$ cat src/rtl/evt_irq_pkg.sv
package evt_irq_pkg;
    localparam int SRC_N    = 3;
    localparam int PIPE_W   = 3;
    localparam int IDX_TX   = 0;
    localparam int IDX_RX   = 1;
    localparam int IDX_MAXR = 2;
endpackage

$ cat src/rtl/evt_irq_flags.sv
module evt_irq_flags #(
    parameter int N = 3
) (
    input  logic         clk,
    input  logic         rst_n,
    input  logic [N-1:0] set_i,
    input  logic         clr_en_i,
    input  logic [N-1:0] clr_i,
    output logic [N-1:0] flags_o,
    output logic [N-1:0] flags_nxt_o
);
    typedef struct packed {
        logic [N-1:0] flags;
    } state_t;

    state_t st_d, st_q;

    always_comb begin
        st_d = st_q;
        for (int i = 0; i < N; i++) begin
            if (set_i[i])
                st_d.flags[i] = 1'b1;
            else if (clr_en_i && clr_i[i])
                st_d.flags[i] = 1'b0;
        end
    end

    always_ff @(posedge clk or negedge rst_n) begin
        if (!rst_n) st_q <= '0;
        else        st_q <= st_d;
    end

    assign flags_o     = st_q.flags;
    assign flags_nxt_o = st_d.flags;


    flag_set_chk: assert property (@(posedge clk) disable iff (!rst_n)
        (|set_i) |=> ((flags_o & $past(set_i)) == $past(set_i)));


    flag_clear_chk: assert property (@(posedge clk) disable iff (!rst_n)
        (clr_en_i && |(clr_i & ~set_i)) |=> ((flags_o & $past(clr_i & ~set_i)) == '0));


    flag_hold_chk: assert property (@(posedge clk) disable iff (!rst_n)
        (!(|set_i) && !clr_en_i) |=> $stable(flags_o));
endmodule

$ cat src/rtl/evt_irq_pipe.sv
module evt_irq_pipe #(
    parameter int W = 3
) (
    input  logic         clk,
    input  logic         rst_n,
    input  logic         rx_ev_i,
    input  logic [W-1:0] rx_pipe_i,
    input  logic         arm_i,
    output logic [W-1:0] pipe_o
);
    localparam logic [W-1:0] NONE = '1;

    typedef struct packed {
        logic [W-1:0] last;
        logic [W-1:0] pipe;
    } state_t;

    state_t st_d, st_q;

    always_comb begin
        st_d = st_q;
        if (rx_ev_i) st_d.last = rx_pipe_i;
        if (arm_i)   st_d.pipe = st_d.last;
    end

    always_ff @(posedge clk or negedge rst_n) begin
        if (!rst_n) st_q <= '{last: NONE, pipe: NONE};
        else        st_q <= st_d;
    end

    assign pipe_o = st_q.pipe;


    pipe_hold_chk: assert property (@(posedge clk) disable iff (!rst_n)
        !arm_i |=> $stable(pipe_o));


    pipe_same_cycle_chk: assert property (@(posedge clk) disable iff (!rst_n)
        (arm_i && rx_ev_i) |=> (pipe_o == $past(rx_pipe_i)));
endmodule

$ cat src/rtl/evt_irq_ctrl.sv
module evt_irq_ctrl
    import evt_irq_pkg::*;
#(
    parameter int N  = SRC_N,
    parameter int PW = PIPE_W
) (
    input  logic          clk,
    input  logic          rst_n,
    input  logic          tx_done_i,
    input  logic          rx_ready_i,
    input  logic          max_retry_i,
    input  logic [PW-1:0] rx_pipe_i,
    input  logic          stat_wr_i,
    input  logic [N-1:0]  stat_wdata_i,
    input  logic          cfg_wr_i,
    input  logic [N-1:0]  cfg_mask_i,
    output logic [PW+N-1:0] status_o,
    output logic [N-1:0]  mask_o,
    output logic          irq_n_o
);
    typedef struct packed {
        logic [N-1:0] mask;
    } state_t;

    state_t st_d, st_q;

    logic [N-1:0]  ev;
    logic [N-1:0]  flags_q, flags_d;
    logic [PW-1:0] pipe_cap;
    logic          act_q, act_d, arm;

    always_comb begin
        ev           = '0;
        ev[IDX_TX]   = tx_done_i;
        ev[IDX_RX]   = rx_ready_i;
        ev[IDX_MAXR] = max_retry_i;
    end

    always_comb begin
        st_d = st_q;
        if (cfg_wr_i) st_d.mask = cfg_mask_i;
    end

    always_ff @(posedge clk or negedge rst_n) begin
        if (!rst_n) st_q <= '0;
        else        st_q <= st_d;
    end

    evt_irq_flags #(.N(N)) u_flags (
        .clk        (clk),
        .rst_n      (rst_n),
        .set_i      (ev),
        .clr_en_i   (stat_wr_i),
        .clr_i      (stat_wdata_i),
        .flags_o    (flags_q),
        .flags_nxt_o(flags_d)
    );

    assign act_q = |(flags_q & ~st_q.mask);
    assign act_d = |(flags_d & ~st_d.mask);
    assign arm   = act_d && !act_q;

    evt_irq_pipe #(.W(PW)) u_pipe (
        .clk      (clk),
        .rst_n    (rst_n),
        .rx_ev_i  (rx_ready_i),
        .rx_pipe_i(rx_pipe_i),
        .arm_i    (arm),
        .pipe_o   (pipe_cap)
    );

    assign irq_n_o  = !act_q;
    assign mask_o   = st_q.mask;
    assign status_o = {(flags_q[IDX_RX] ? pipe_cap : {PW{1'b1}}), flags_q};


    mask_all_quiet_chk: assert property (@(posedge clk) disable iff (!rst_n)
        (&mask_o) |-> irq_n_o);


    irq_fall_cause_chk: assert property (@(posedge clk) disable iff (!rst_n)
        $fell(irq_n_o) |-> ($past(|ev) || $past(cfg_wr_i)));


    mask_load_chk: assert property (@(posedge clk) disable iff (!rst_n)
        cfg_wr_i |=> (mask_o == $past(cfg_mask_i)));
endmodule

$ cat config.mk
export PLATFORM = sky130hd
export DESIGN_NAME = evt_irq_ctrl
export DESIGN_NICKNAME = d
export VERILOG_FILES = /design/src/rtl/evt_irq_pkg.sv /design/src/rtl/evt_irq_flags.sv /design/src/rtl/evt_irq_pipe.sv /design/src/rtl/evt_irq_ctrl.sv
export SDC_FILE = /design/constraint.sdc
export NUM_CORES = 1
export LEC_CHECK = 0
export BUFFER_PORTS_ARGS = -buffer_cell sky130_fd_sc_hd__buf_2
export CAP_MARGIN = 15
export CELL_PAD_IN_SITES_DETAIL_PLACEMENT = 1
export CELL_PAD_IN_SITES_GLOBAL_PLACEMENT = 1
export CORE_MARGIN = 4
export CORE_UTILIZATION = 30
export DETAILED_ROUTE_END_ITERATION = 12
export PLACE_DENSITY_LB_ADDON = 0.1
export SYNTH_ARGS = -nofsm -noshare
export SYNTH_HDL_FRONTEND = slang
export SYNTH_SLANG_ARGS = --single-unit
$ cat constraint.sdc
create_clock -name clk -period 1.78 [get_ports clk]
set_input_delay 0.089 -clock clk [delete_from_list [all_inputs] [get_ports clk]]
set_output_delay 0.089 -clock clk [all_outputs]
set_load 0.02 [all_outputs]
* After elaboration in Yosys (flattened, before gate mapping)
Index checks and enable logic that the tools add are counted.
Storage, ports and cells: register bits after elaboration 12, output and inout bits 10
Operators by class: mux-type cells 9, bitwise operators 4, reduce and logical (&&, ||, !) cells 7
Operator list (number):
- two-way mux 3 bit | 3
- AND 3 bit | 2
- two-way mux 1 bit | 6
- inverter 3 bit | 2
- OR reduction 3 bit | 2
- logical AND 1 bit | 4
- zero test 1 bit | 1

* Logic depth before layout (Yosys ltp)
Gate-level depths: netlist (run 1).
word-level depth 6, depth in mapped cells 4, gate-level depth less buffers 4

* Modules after synthesis
From an unflattened synthesis (run 1), not the netlist that was laid out.
Second synthesis, totals: cells, all modules 43, area total of the unflattened synthesis 549.3 µm²
By module, submodules not included:
- evt_irq_pipe | instances 1, area an instance 259.0 µm², cells each 15
- evt_irq_ctrl | instances 1, area an instance 181.4 µm², cells each 19
- evt_irq_flags | instances 1, area an instance 108.9 µm², cells each 9

* Worst setup path after synthesis (run 1)
No wires, ideal clock.
path type reg2reg, start point register st_q, in the netlist mask_o[0], end point register u_pipe.st_q, in the netlist u_pipe.pipe_o[0], setup slack -195 ps, cell stages (with the launch flop) 5, required time 1698 ps, arrival time 1892 ps, path through dfrtp_1 -> inv_1 -> a222oi_1 -> o31a_1 -> mux2_4
On the way: word-level cells in the longest chain between the ends 5
Ends and longest elaborated chain:
- from (decl) | RTL line evt_irq_ctrl.sv:25 | state_t st_d, st_q;
- from (signal assigned) | RTL line evt_irq_ctrl.sv:46 | else st_q <= st_d;
- inverter 3 bit | RTL line evt_irq_ctrl.sv:59 | assign act_q = |(flags_q & ~st_q.mask);
- AND 3 bit | RTL line evt_irq_ctrl.sv:59
- OR reduction 3 bit | RTL line evt_irq_ctrl.sv:59
- zero test 1 bit
- via irq_n_o | RTL line evt_irq_ctrl.sv:19 | output logic irq_n_o
- logical AND 1 bit | RTL line evt_irq_ctrl.sv:61 | assign arm = act_d && !act_q;
- to (signal assigned) | RTL line evt_irq_pipe.sv:27 | if (!rst_n) st_q <= '{last: NONE, pipe: NONE};
- to (signal assigned) | RTL line evt_irq_pipe.sv:28 | else st_q <= st_d;
- to (decl) | RTL line evt_irq_pipe.sv:18 | state_t st_d, st_q;
The timed path passes the listed nets, and every way through them passes these cells. A chain may end at the register's enable or synchronous reset.

==> impl_metrics.py, run 1 <==
metrics = {
    "timing": {
        "rsz0062_at_grt": "no",
        "setup_tns_ps": 0,
        "post-route-period-util_pct": 88.9,
        "min_period_ps": 1580,
        "maxSlewHeadroom_pct": 79.1,
        "fin_ws_ps": 198,
        "hold_viol": 0,
        "drv_slew": 0,
        "worst_hold_slack_ps": 15.4,
        "max_freq_mhz": 632,
        "tightest_slew_ps": 313,
        "setup_violations": 0,
        "fin_skew_ps": 2.14,
    },
    "synthesis": {
        "synthCells": 38,
        "synth_edf_count": 0,
        "synth_cell_types": 14,
        "synth_top_cell_area_share_pct": 29.2,
        "synth_largest_area_cell": "dfstp_2",
        "synth_nets": 54,
        "synth-main-ff-cell": "dfstp_2",
        "ys_seq_area_share_pct": 56.9,
        "synthTopCellsByCount": "6 x dfrtp_1, 6 x dfstp_2, 4 x mux2_2",
        "syn-cell-area_um2": 541,
        "yosys_warnings": 0,
        "synth_seq_cells": 12,
        "avgSynthCellArea_um2": 14.2,
        "synthTopCellsByArea": "dfstp_2 29%, dfrtp_1 28%, mux2_2 8.3%",
        "synthArstFlopShare_pct": 100,
    },
    "die": {
        "start_util_pct": 31.6,
        "io_pins": 26,
        "fp.coreArea_mm2": 0.00171,
        "die_w_um": 50.4,
        "rows": 15,
        "die_y_um": 50.4,
        "die_area_mm2": 0.00254,
    },
    "power_and_ir_drop": {
        "total_power_mw": 0.823,
        "p_leak_nw": 0.352,
        "ir_drop_mv": 0.605,
        "power.density_mw_per_mm2": 1100,
    },
    "critical_path": {
        "path_class": "flop to flop",
        "start_kind": "flop",
        "cp-end-kind": "flop",
        "required_ps": 1980,
        "max_stage_delay_ps": 390,
        "cp.arrival_ps": 1780,
        "slowest_stage": "dfrtp_1",
        "cp_max_fo": 3,
        "path_cells": "mux2_1 -> o21ba_1 -> o31a_1 -> mux2_4",
    },
    "hold_path": {
        "min_path_type": "input pin to flop",
    },
    "placement": {
        "dpl_worst_slack_ps": 210,
        "place_inst": 88,
        "hpwlAfterDp_um": 1020,
        "portBuffers": 25,
        "place_congestion": 0.653,
        "dpl_cell_area_um2": 701,
    },
    "clock_network": {
        "htree_levels": 1,
        "cts.path.max_buffers": 2,
        "cts_buffers": 3,
        "clk_pin_slew_worst_paths_ps": 70,
        "insertion_delay_ps": 270,
        "numClockSinks": 12,
        "cts-root-buf": "clkbuf_4",
        "postCtsResizedCells": 0,
        "cts_tree": "built",
    },
    "grt": {
        "grt_pass1_wl_um": 2040,
        "grt_max_degree": 13,
        "grt_util_all_layers_pct": 11.4,
        "grt-ovfl-total": 0,
        "grt_pass1_vias": 425,
        "antenna_found_initial": 0,
    },
    "layout": {
        "multi_input_area_um2": 221,
        "layout-drive-gt1-share_pct": 67.6,
        "area_growth_pct": 38.2,
        "fillers": 205,
        "final_util_pct": 43.7,
        "antenna_cells": 0,
        "final_cell_count_no_fill": 93,
        "fin_nets": 85,
        "ff_latch_area_um2": 312,
        "design_area_um2": 747,
    },
    "detailed_routing": {
        "drt_iter0_drc": 3,
        "ant_nets": 0,
        "routed_wl_um": 1260,
        "drc_errors": 0,
        "viasPerCell": 4.40,
        "first_pass_iters": 4,
        "wl_per_cell_um": 13.5,
        "vias": 409,
    },
    "job": {
        "cap_violations": 0,
    },
    "status": {
        "status": "completed",
    },
}
==> power by group <==
part	internal (mW)	switching, mW
Sequential	0.347	0.0266
Combinational	0.121	0.114
Clock	0.124	0.0890
==> layout make-up <==
cell class,instances,share of cell area [%]
well taps,25,4.19
inverters,3,1.51
clock buffers,4,4.86
flip-flops and latches,12,41.7
repair buffers,26,18.1
multi-input cells,23,29.6
==> routing by layer <==
metal  vias to the layer above  share of wire [%]  global-route usage (%)
li1                        194                  -                       -
met1                       196                 47                    14.9
met2                        15                 44                    15.2
met3                         4                7.2                    5.93
met4                         0                1.8                    5.38
met5                         -                  0                       0
==> final timing paths <==
path | start | endpoint | slack (ps) | cells after the start
setup / recovery | mask_o[1] | u_pipe.pipe_o[1] | 200 | 4
hold / removal | max_retry_i | u_flags.flags_o[2] | 20 | 2
hold reg to reg | mask_o[2] | mask_o[2] | 550 | 1
max in group asynchronous | rst_n | u_pipe.st_q[5] | 1290 | 2
setup reg to reg | mask_o[1] | u_pipe.pipe_o[1] | 200 | 4
min in group asynchronous | rst_n | mask_o[1] | 210 | 2
==> sequential cells by signal (all words and copies together), names as in the netlist <==
signal,count
mask_o,3
u_flags.flags_o,3
u_pipe.pipe_o,3
u_pipe.st_q,3
==> what timing repair did <==
item	CTS	global route
endpoints found under the hold margin	12	0
setup buffers	0	0
hold buffers	1	0
==> critical path, delay by kind of cell (launching register included) <==
kind / cells / cell delay (ps)
muxes: 2 / 640
DFF: 1 / 390
AOI/OAI and AO/OA: 2 / 480
==> cells in the final DEF, fill, tap and decap left out <==
| cell type | count |
|---|---|
| a21boi_0 | 2 |
| a21boi_1 | 1 |
| a222oi_1 | 1 |
| buf_2 | 25 |
| clkbuf_4 | 3 |
| clkbuf_8 | 1 |
| dfrtp_1 | 3 |
| dfrtp_2 | 3 |
| dfstp_2 | 6 |
| dlygate4sd3_1 | 1 |
| inv_1 | 3 |
| mux2_1 | 2 |
| mux2_2 | 4 |
| mux2_4 | 3 |
| nand2b_1 | 3 |
| o21ba_1 | 2 |
| o21ba_2 | 1 |
| o31a_1 | 1 |
| or2_1 | 3 |
==> cells by family after synthesis <==
logic type,share of synthesized area [%]
AO/OA/AOI/OAI,13.2
flip-flops,56.9
AND/OR/NAND/NOR,6.95
buffers and inverters,2.08
multiplexers,20.8
Power figures use the tool's default switching activity.
==> run 2: changes to the inputs <==
- PLACE_DENSITY: unset -> 0.7
- PLACE_DENSITY_LB_ADDON: 0.1 -> unset
- SLEW_MARGIN: unset -> 20
==> impl_metrics.py, run 2 (synthesis results as in run 1) <==
metrics = {
    "status": {
        "status": "completed",
    },
    "critical_path": {
        "path_cells": "mux2_1 -> o21ba_1 -> o31a_1 -> mux2_4",
        "path_buf_inv": 0,
        "cp.arrival_ps": 1760,
        "cp_max_fo": 3,
        "path_class": "flop to flop",
        "slowest_stage": "dfrtp_1",
        "required_ps": 1980,
        "path_delay_family": "multiplexers",
        "max_stage_delay_ps": 390,
        "cp-end-kind": "flop",
        "start_kind": "flop",
    },
    "power_and_ir_drop": {
        "power_frac_clock_pct": 22.2,
        "ir_drop_mv": 0.527,
        "combPwrFrac_pct": 30.1,
        "power.density_mw_per_mm2": 1060,
        "sw_frac_of_total_pct": 29.1,
        "p_leak_nw": 0.346,
        "pwr-share-seq_pct": 47.8,
        "internal-power_mw": 0.555,
        "p_sw_mw": 0.228,
    },
    "die": {
        "rows": 15,
        "fp.coreArea_mm2": 0.00171,
        "die_w_um": 50.4,
        "die_y_um": 50.4,
        "die_area_mm2": 0.00254,
        "start_util_pct": 31.6,
        "io_pins": 26,
    },
    "placement": {
        "place_congestion": 0.689,
        "hpwlAfterDp_um": 977,
        "portBuffers": 25,
        "dpl_worst_slack_ps": 225,
        "place_inst": 88,
    },
    "clock_network": {
        "cts_setup_buffers": 0,
        "holdBufCountCts": 1,
        "clk_pin_slew_worst_paths_ps": 70,
        "htree_levels": 1,
        "cts.path.max_buffers": 2,
        "numClockSinks": 12,
        "cts_tree": "built",
        "cts_buffers": 3,
        "cts-root-buf": "clkbuf_4",
        "postCtsResizedCells": 0,
        "insertion_delay_ps": 260,
    },
    "timing": {
        "post-route-period-util_pct": 87.8,
        "drv_slew": 0,
        "tightest_slew_ps": 338,
        "setup_tns_ps": 0,
        "hold_viol": 0,
        "max_freq_mhz": 640,
        "fin_skew_ps": 0.503,
        "rsz0062_at_grt": "no",
        "fin_ws_ps": 217,
        "setup_violations": 0,
        "min_period_ps": 1560,
        "maxSlewHeadroom_pct": 77.5,
    },
    "layout": {
        "antenna_cells": 0,
        "layout-drive-gt1-share_pct": 66.2,
        "layout_commonest_cell": "buf_2",
        "final_util_pct": 43.2,
        "final_cell_count_no_fill": 93,
        "area_growth_pct": 36.3,
        "final_cell_mix": "25 x buf_2, 6 x dfstp_2, 4 x mux2_2",
        "fin_nets": 85,
    },
    "grt": {
        "grt_pass1_vias": 434,
        "antenna_found_initial": 0,
        "grt_util_all_layers_pct": 10.6,
        "grt_max_degree": 13,
        "grt_pass1_wl_um": 1970,
        "grt-ovfl-total": 0,
    },
    "detailed_routing": {
        "routed_wl_um": 1230,
        "first_pass_iters": 4,
        "drc_errors": 0,
        "ant_nets": 0,
        "viasPerCell": 4.30,
        "vias": 400,
        "drt_iter0_drc": 3,
        "wl_per_cell_um": 13.2,
    },
    "hold_path": {
        "min_path_type": "input pin to flop",
    },
    "job": {
        "cap_violations": 0,
    },
}
[run 2: path summary, 6_finish.rpt]
kind                       slack [ps]       from  cells after the start                  to
min in group asynchronous         220      rst_n                      2  u_flags.flags_o[2]
hold / removal                     30  tx_done_i                      2  u_flags.flags_o[0]
setup reg to reg                  220  mask_o[1]                      4    u_pipe.pipe_o[0]
setup / recovery                  220  mask_o[1]                      4    u_pipe.pipe_o[0]
hold reg to reg                   530  mask_o[2]                      1           mask_o[2]
max in group asynchronous        1290      rst_n                      2    u_pipe.pipe_o[0]
[run 2: cell type report]
class | count | area [um^2]
multi-input combinational | 23 | 221
inverter | 3 | 11.3
sequential | 12 | 312
tap | 25 | 31.3
fill | 202 | 971
clock buffer | 4 | 26.3
timing repair buffer | 26 | 135
[run 2: layer usage]
| layer | GRT usage [%] | share of wire (%) |
|---|---|---|
| met1 | 13.1 | 45 |
| met2 | 16.7 | 48 |
| met3 | 4.75 | 6.8 |
| met4 | 2.69 | 0 |
| met5 | 0 | 0 |
[run 2: per-stage QoR]
step / power, mW / hold slack (ps) / area (um^2)
floorplan: 0.531 / -207 / 544
global placement: 0.612 / -17.9 / 701
detailed placement: 0.614 / -20.5 / 701
CTS: 0.800 / 23.4 / 737
global route: 0.833 / 19.6 / 737
finish: 0.783 / 26.9 / 737
[run 2: worst reg2reg max path, stage by stage (launching register included)]
cell and delay (ps):
dfrtp_1 390, mux2_1 300, o21ba_1 220, o31a_1 260, mux2_4 320
[run 2: power by group through the flow]
stage	Clock (mW)	Combinational, mW	Sequential, mW
final	0.174	0.235	0.374
after global routing	0.199	0.254	0.380
after CTS	0.183	0.241	0.375
after detailed placement	0	0.237	0.377
after global placement	0	0.233	0.378
after floorplan	0	0.147	0.384
